File: config.mk
export PLATFORM = sky130hd
export DESIGN_NAME = enc_alu
export DESIGN_NICKNAME = d
export VERILOG_FILES = /design/src/rtl/enc_alu_pkg.sv /design/src/rtl/enc_alu_logic.sv /design/src/rtl/enc_alu_addsub.sv /design/src/rtl/enc_alu_less.sv /design/src/rtl/enc_alu_zero.sv /design/src/rtl/enc_alu.sv
export SDC_FILE = /design/constraint.sdc
export NUM_CORES = 1
export LEC_CHECK = 0
export ABC_AREA = 0
export BUFFER_PORTS_ARGS = -buffer_cell sky130_fd_sc_hd__buf_2
export CORE_MARGIN = 10
export CORE_UTILIZATION = 55
export DETAILED_ROUTE_END_ITERATION = 16
export GPL_ROUTABILITY_DRIVEN = 0
export PLACE_DENSITY = 0.95
export SYNTH_ARGS = -nofsm -noshare
export SYNTH_HDL_FRONTEND = slang
export SYNTH_SLANG_ARGS = --single-unit
File: constraint.sdc
create_clock -name vclk -period 5.4
set_clock_uncertainty 0.05 [all_clocks]
set_input_delay 0.81 -clock vclk [all_inputs]
set_output_delay 0.81 -clock vclk [all_outputs]
set_load 0.005 [all_outputs]
File: src/rtl/enc_alu_pkg.sv
package enc_alu_pkg;
  localparam int unsigned OP_W = 4;

  typedef enum logic [OP_W-1:0] {
    OP_AND = 4'b0000,
    OP_OR  = 4'b0001,
    OP_ADD = 4'b0010,
    OP_SUB = 4'b0110,
    OP_SLT = 4'b0111
  } alu_op_e;

  // Codes that route the second operand through the inverter with carry-in set
  function automatic logic needs_negate(input logic [OP_W-1:0] code);
    return (code == OP_SUB) || (code == OP_SLT);
  endfunction
endpackage

File: src/rtl/enc_alu_logic.sv
module enc_alu_logic #(
  parameter int unsigned WIDTH = 32
) (
  input  logic [WIDTH-1:0] x_i,
  input  logic [WIDTH-1:0] y_i,
  output logic [WIDTH-1:0] and_o,
  output logic [WIDTH-1:0] or_o
);
  genvar g;
  generate
    for (g = 0; g < WIDTH; g++) begin : g_bit
      assign and_o[g] = x_i[g] & y_i[g];
      assign or_o[g]  = x_i[g] | y_i[g];
    end
  endgenerate
endmodule

File: src/rtl/enc_alu_addsub.sv
module enc_alu_addsub #(
  parameter int unsigned WIDTH = 32
) (
  input  logic [WIDTH-1:0] x_i,
  input  logic [WIDTH-1:0] y_i,
  input  logic             negate_i,
  output logic [WIDTH-1:0] sum_o
);
  logic [WIDTH-1:0] y_eff;
  logic [WIDTH-1:0] cin_vec;

  // Two's-complement negation folded into the adder: invert, then carry in one
  assign y_eff   = y_i ^ {WIDTH{negate_i}};
  assign cin_vec = {{(WIDTH-1){1'b0}}, negate_i};
  assign sum_o   = x_i + y_eff + cin_vec;
endmodule

File: src/rtl/enc_alu_less.sv
module enc_alu_less #(
  parameter int unsigned WIDTH = 32
) (
  input  logic             x_sign_i,
  input  logic             y_sign_i,
  input  logic             diff_sign_i,
  output logic             less_o
);
  // Opposite signs: the negative operand is smaller, and the difference may wrap.
  // Same signs: the difference cannot overflow, so its sign decides.
  assign less_o = (x_sign_i != y_sign_i) ? x_sign_i : diff_sign_i;
endmodule

File: src/rtl/enc_alu_zero.sv
module enc_alu_zero #(
  parameter int unsigned WIDTH = 32,
  parameter int unsigned CHUNK = 8
) (
  input  logic [WIDTH-1:0] vec_i,
  output logic             zero_o
);
  localparam int unsigned NCH = (WIDTH + CHUNK - 1) / CHUNK;
  localparam int unsigned PADW = NCH * CHUNK;

  logic [PADW-1:0] padded;
  logic [NCH-1:0]  chunk_any;

  assign padded = {{(PADW-WIDTH){1'b0}}, vec_i};

  genvar g;
  generate
    for (g = 0; g < NCH; g++) begin : g_chunk
      assign chunk_any[g] = |padded[g*CHUNK +: CHUNK];
    end
  endgenerate

  assign zero_o = ~|chunk_any;
endmodule

File: src/rtl/enc_alu.sv
module enc_alu
  import enc_alu_pkg::*;
#(
  parameter int unsigned WIDTH = 32,
  parameter int unsigned ZCHUNK = 8
) (
  input  logic [WIDTH-1:0] a_in,
  input  logic [WIDTH-1:0] b_in,
  input  logic [3:0]       op_sel,
  output logic [WIDTH-1:0] result_out,
  output logic             zero_out
);
  localparam int unsigned MSB = WIDTH - 1;

  logic [WIDTH-1:0] and_v;
  logic [WIDTH-1:0] or_v;
  logic [WIDTH-1:0] arith_v;
  logic             negate;
  logic             less;

  assign negate = needs_negate(op_sel);

  enc_alu_logic #(.WIDTH(WIDTH)) u_logic (
    .x_i   (a_in),
    .y_i   (b_in),
    .and_o (and_v),
    .or_o  (or_v)
  );

  enc_alu_addsub #(.WIDTH(WIDTH)) u_addsub (
    .x_i      (a_in),
    .y_i      (b_in),
    .negate_i (negate),
    .sum_o    (arith_v)
  );

  enc_alu_less #(.WIDTH(WIDTH)) u_less (
    .x_sign_i    (a_in[MSB]),
    .y_sign_i    (b_in[MSB]),
    .diff_sign_i (arith_v[MSB]),
    .less_o      (less)
  );

  always_comb begin
    case (op_sel)
      OP_AND:  result_out = and_v;
      OP_OR:   result_out = or_v;
      OP_ADD:  result_out = arith_v;
      OP_SUB:  result_out = arith_v;
      OP_SLT:  result_out = {{(WIDTH-1){1'b0}}, less};
      default: result_out = '0;
    endcase
  end

  enc_alu_zero #(.WIDTH(WIDTH), .CHUNK(ZCHUNK)) u_zero (
    .vec_i  (result_out),
    .zero_o (zero_out)
  );
endmodule

== Yosys cells after proc, flatten, opt, wreduce, memory -nomap -nowiden ==
Index checks and enable logic that the tools add are counted.
Operators by class
  add/sub/neg operators: 2
  multiply operators: 0
  div/mod/pow operators: 0
  magnitude comparators: 0
  equality and inequality tests: 5
  shift operators: 0
  mux-type cells: 2
  bitwise gates (word level): 65
  reductions and logical operators: 5
Operators with widths (number)
  $pmux W32 S4: 1
  $add A32 B1 Y32: 1
  $add A32 B32 Y32: 1
  $and A1 B1 Y1: 32
  $or A1 B1 Y1: 32
  $reduce_or A32 Y1: 1
  $xor A32 B32 Y32: 1
  $eq A4 B3 Y1 const B: 2
  $eq A4 B1 Y1 const B: 1
  $eq A4 B2 Y1 const B: 1
  $logic_not A4 Y1: 1
  $reduce_or A2 Y1: 1
  $logic_not A1 Y1: 1
  $logic_or A1 B1 Y1: 1
  $mux W1: 1
  $ne A1 B1 Y1: 1
Word-level totals
  register bits: 0
  bits in latches: 0
  bits in writable memories: 0
  memory bits (read-only): 0
  output and inout port bits: 33
  word-level logic and storage cells: 79
  memories: 0

== Logic depth before layout (Yosys ltp) ==
  depth after elaboration: 9
  mapped depth: 16
  mapped depth without buffers: 14

== Modules after synthesis ==
From an unflattened synthesis, not the netlist that was laid out.
Unflattened totals
  cell total of the unflattened synthesis: 459
  area, all modules: 3289.4 µm²
Modules (own cells, without submodules)
  enc_alu_addsub: instances 1, cells each 300, area an instance 2150.8 µm²
  enc_alu: instances 1, cells each 81, area an instance 613.1 µm²
  enc_alu_logic: instances 1, cells each 64, area an instance 440.4 µm²
  enc_alu_zero: instances 1, cells each 11, area an instance 72.6 µm²
  enc_alu_less: instances 1, cells each 3, area an instance 12.5 µm²

== Worst setup path before layout ==
Ideal clock, no wire load.
  kind: input to output
  from: in op_sel[3]
  to: out zero_out
  arrival: 4.316 ns
  path slack: 0.224 ns
  stages on the path: 16
  buffers on the path: 3
  cell sequence: nand3b_1 clkbuf_1 buf_1 xnor2_1 ha_1 clkbuf_2 nand3_1 a21o_1 a311o_1 a211o_1 nand4b_2 o211ai_4 or4_4 nor4_2 nand4b_1 nor4_2
Between the ends
  elaborated cells between the ends (all ways): 14
  those cells by class: add/sub (2); eq/ne (4); mux (2); bitwise (1); reduce/logical (5)
RTL lines
  start, declared: RTL line enc_alu.sv:9  | input logic [3:0] op_sel,
  $eq A4 B3 Y1: RTL line enc_alu_pkg.sv:14, enc_alu.sv:45
  $logic_or A1 B1 Y1: RTL line enc_alu_pkg.sv:14  | return (code == OP_SUB) || (code == OP_SLT);
  $xor A32 B32 Y32: RTL line enc_alu_addsub.sv:13  | assign y_eff = y_i ^ {WIDTH{negate_i}};
  $add A32 B32 Y32: RTL line enc_alu_addsub.sv:15  | assign sum_o = x_i + y_eff + cin_vec;
  $add A32 B1 Y32: RTL line enc_alu_addsub.sv:15
  $pmux W32 S4 *: RTL line enc_alu.sv:45  | case (op_sel)
  net result_out[22]: RTL line enc_alu.sv:10  | output logic [WIDTH-1:0] result_out,
  $reduce_or A32 Y1 *: RTL line enc_alu_zero.sv:23  | assign zero_o = ~|chunk_any;
  $logic_not A1 Y1 *: RTL line enc_alu_zero.sv:23
  end, declared: RTL line enc_alu.sv:11  | output logic zero_out
The timed path passes the listed nets; every way through them passes the cells marked *.

== Worst setup path in the final report ==
  from: in op_sel[3]
  to: out zero_out
Between the ends
  word-level cells in the longest chain between the ends: 9
  elaborated cells between the ends (all ways): 14
  those cells by class: add/sub (2); eq/ne (4); mux (2); bitwise (1); reduce/logical (5)
RTL lines
  $eq A4 B3 Y1: RTL line enc_alu_pkg.sv:14, enc_alu.sv:45
  $logic_or A1 B1 Y1: RTL line enc_alu_pkg.sv:14
  $xor A32 B32 Y32: RTL line enc_alu_addsub.sv:13
  $add A32 B32 Y32: RTL line enc_alu_addsub.sv:15
  $add A32 B1 Y32: RTL line enc_alu_addsub.sv:15
  $mux W1: RTL line enc_alu_less.sv:11  | assign less_o = (x_sign_i != y_sign_i) ? x_sign_i : diff_sign_i;
  $pmux W32 S4 *: RTL line enc_alu.sv:45
  $reduce_or A32 Y1 *: RTL line enc_alu_zero.sv:23
  $logic_not A1 Y1 *: RTL line enc_alu_zero.sv:23
Mark *: on every way between the ends. The rest lies on a longest branch, timed or not.

==> flow_summary.yaml <==
global_route:
  grt.total_usage_pct: 22.8
  met2_usage_pct: 39.9
  grt_max_degree: 30
  grt.busiest_layer: "met2"
  antenna_found_initial: 0
  grtUsageMet1_pct: 29.0
  grt_first_pass_wirelength_mm: 17.9
  grt_pass1_vias: 3916
  grt.met3_usage_pct: 2.26
  overflow: 0
timing:
  hold_violations: 0
  setup_viol: 1
  period_share_pct: 102
  tightest_slew_ns: 0.698
  finalSetupTns_ns: -0.119
  period_needed_ns: 5.52
  layout_setup_ws_ns: -0.119
  relSlewSlack_pct: 53.3
  slew_viol_final: 0
  fmax_ghz: 0.181
  whs_ns: 2.03
yosys:
  synth_top_family_by_area: "compound AO/OA/AOI/OAI gates"
  ys_types: 74
  synth-seq-area-share_pct: 0
  synth.avg_cell_area_um2: 6.97
  syn_nets: 559
  synthCells: 456
  yosysTopAreaCellShare_pct: 13.4
  synthSimpleGateAreaFrac_pct: 22.9
  ys_top_cells_by_area: "ha_1 (13%), xnor2_1 (12%), maj3_1 (8.5%), nand2_1 (6.0%), a21oi_1 (6.0%)"
  muxShareOfSynthArea_pct: 0.984
  synth_fa_ha_area_share_pct: 22.5
  netlist_area_mm2: 0.00318
  yosys_warnings: 0
  synthXorXnorAreaFrac_pct: 13.8
  yosysTopAreaCell: "ha_1"
  synth-compound-area-share_pct: 34.2
detailed_routing:
  first_iter_violations: 574
  drt-total-wl_mm: 13.3
  drt_pre_antenna_iters: 6
  drc_errors: 0
  ant_nets: 0
  avgViaCountPerCell: 7.01
  wl_per_cell_um: 20.9
  vias: 4467
finish:
  area_growth_pct: 31.3
  n_fill_cell: 378
  final_net_count: 670
  drive_gt1_share_pct: 32.9
  diodes: 0
  multi_input_area_mm2: 0.00322
  fin_util_pct: 74.9
  final_cell_area_mm2: 0.00418
  design.seq.count: 0
  register_area_um2: 0
  clkbuf_count: 0
worst_setup_path:
  max_stage_delay_ns: 0.47
  cp_slowest_cell: "o21ai_0"
  cp_top_family: "simple AND/OR/NAND/NOR gates"
  cp.arrival_ns: 4.66
  endpoint_kind: "output pin"
  cp_num_buf_inv: 4
  required_ns: 4.54
  path_max_fanout: 8
  crit_type: "in2out"
  startpoint_type: "input port"
  crit_path_cell_trace: "buf_2, nand3b_1, buf_6, clkbuf_16, xnor2_1, ha_1, nand2_1, o21ai_0, nor3_1, mux2_4, a211o_1, a2111oi_4, nand4b_1, nor4_4, nand4b_1, nor4_2, buf_2"
flow_run:
  cap_violations: 0
floorplanning:
  coreArea_mm2: 0.00557
  ios: 101
  row_count: 27
  die_area_mm2: 0.00922
  chipHeight_um: 96.0
  die_w_um: 96.0
  start_util_pct: 57.0
pwr:
  total_power_mw: 0.591
  peakVddDrop_v: 0.0000748
  leakagePower_nw: 1.83
  p_per_area_mw_per_mm2: 141
clocking:
  ctsHoldBuffers: 0
worst_hold_path:
  worstHoldPathType: "in2out"
run_status:
  violations: "setup timing"
  run_status: "complete, but fails checks"
place:
  hpwl_mm: 9.31
  portBuffers: 101
  placed_cell_area_mm2: 0.00385
-- where the power goes --
group	total [mW]	internal (mW)	switching, mW	leakage [nW]
registers	0	0	0	0
logic	0.591	0.257	0.334	1.83
clock network	0	0	0	0
-- layout by cell type, fill, tap and decap left out, types with 3 or more instances in the layout --
master / count
buf_2: 101
nand2_1: 49
xnor2_1: 40
a21oi_1: 33
ha_1: 29
buf_4: 29
nor2_1: 27
maj3_1: 27
o21ai_0: 26
inv_1: 13
a21o_1: 12
nand4_1: 11
nor3_1: 9
o21ai_1: 8
a211oi_1: 8
nand3_1: 7
xor2_1: 7
o21a_1: 6
o31ai_1: 6
or3_1: 6
a21oi_2: 4
nor4_1: 4
o21bai_1: 4
ha_2: 4
buf_6: 4
o31a_1: 3
a211o_1: 3
a22o_1: 3
a31oi_1: 3
a221oi_1: 3
-- kinds of logic (layout without fill, tap and decap cells) --
logic type	Yosys count	count (layout)
AO/OA/AOI/OAI	157	157
AND/OR/NAND/NOR	143	143
adder cells (fa/ha/maj)	62	62
XOR/XNOR	50	50
buffers and inverters	41	150
multiplexers	3	3
-- tightest hold or removal path: stages --
cell and delay [ns]:
buf_2 0.12, nor3_2 0.06, nand2_1 0.05, o21ai_0 0.09
buf_2 0.14
-- path summary, 6_finish.rpt --
check	startpoint	endpoint	cells past startpoint
max	op_sel[3]	zero_out	17
min	op_sel[2]	result_out[1]	5
-- per-stage QoR --
stage | cells | setup WS [ns]
3_5_place_dp | 627 | -0.0264
4_1_cts | 627 | 0.0201
2_1_floorplan | 456 | 0.224
3_3_place_gp | 627 | 0.102
6_report | 637 | -0.119
5_1_grt | 637 | -0.196
-- cells in the mapped netlist (7+ instances only) --
master / number
a211oi_1: 9
a21o_1: 12
a21oi_1: 38
buf_2: 7
clkbuf_1: 11
ha_1: 34
inv_1: 14
maj3_1: 27
nand2_1: 51
nand3_1: 7
nand4_1: 11
nor2_1: 27
nor3_1: 11
o21ai_0: 29
o21ai_1: 8
xnor2_1: 42
xor2_1: 8
-- cell type report --
cell class                 instances  area share, %
inverter                          14           1.26
tap                               72           2.16
multi-input combinational        415           77.1
timing repair buffer             136           19.5
-- layer usage --
layer | vias up | share of wire, %
li1 | 1939 | -
met1 | 1988 | 36
met2 | 432 | 45
met3 | 108 | 13
met4 | 0 | 5.7
met5 | - | 0
-- timing repair --
item	4_1_cts	5_1_grt
cloned	0	1
resized for setup	1	48
pin swaps	0	25
buffers inserted	0	9
endpoints found under the setup margin	1	1
(Power assumes the default switching activity.)
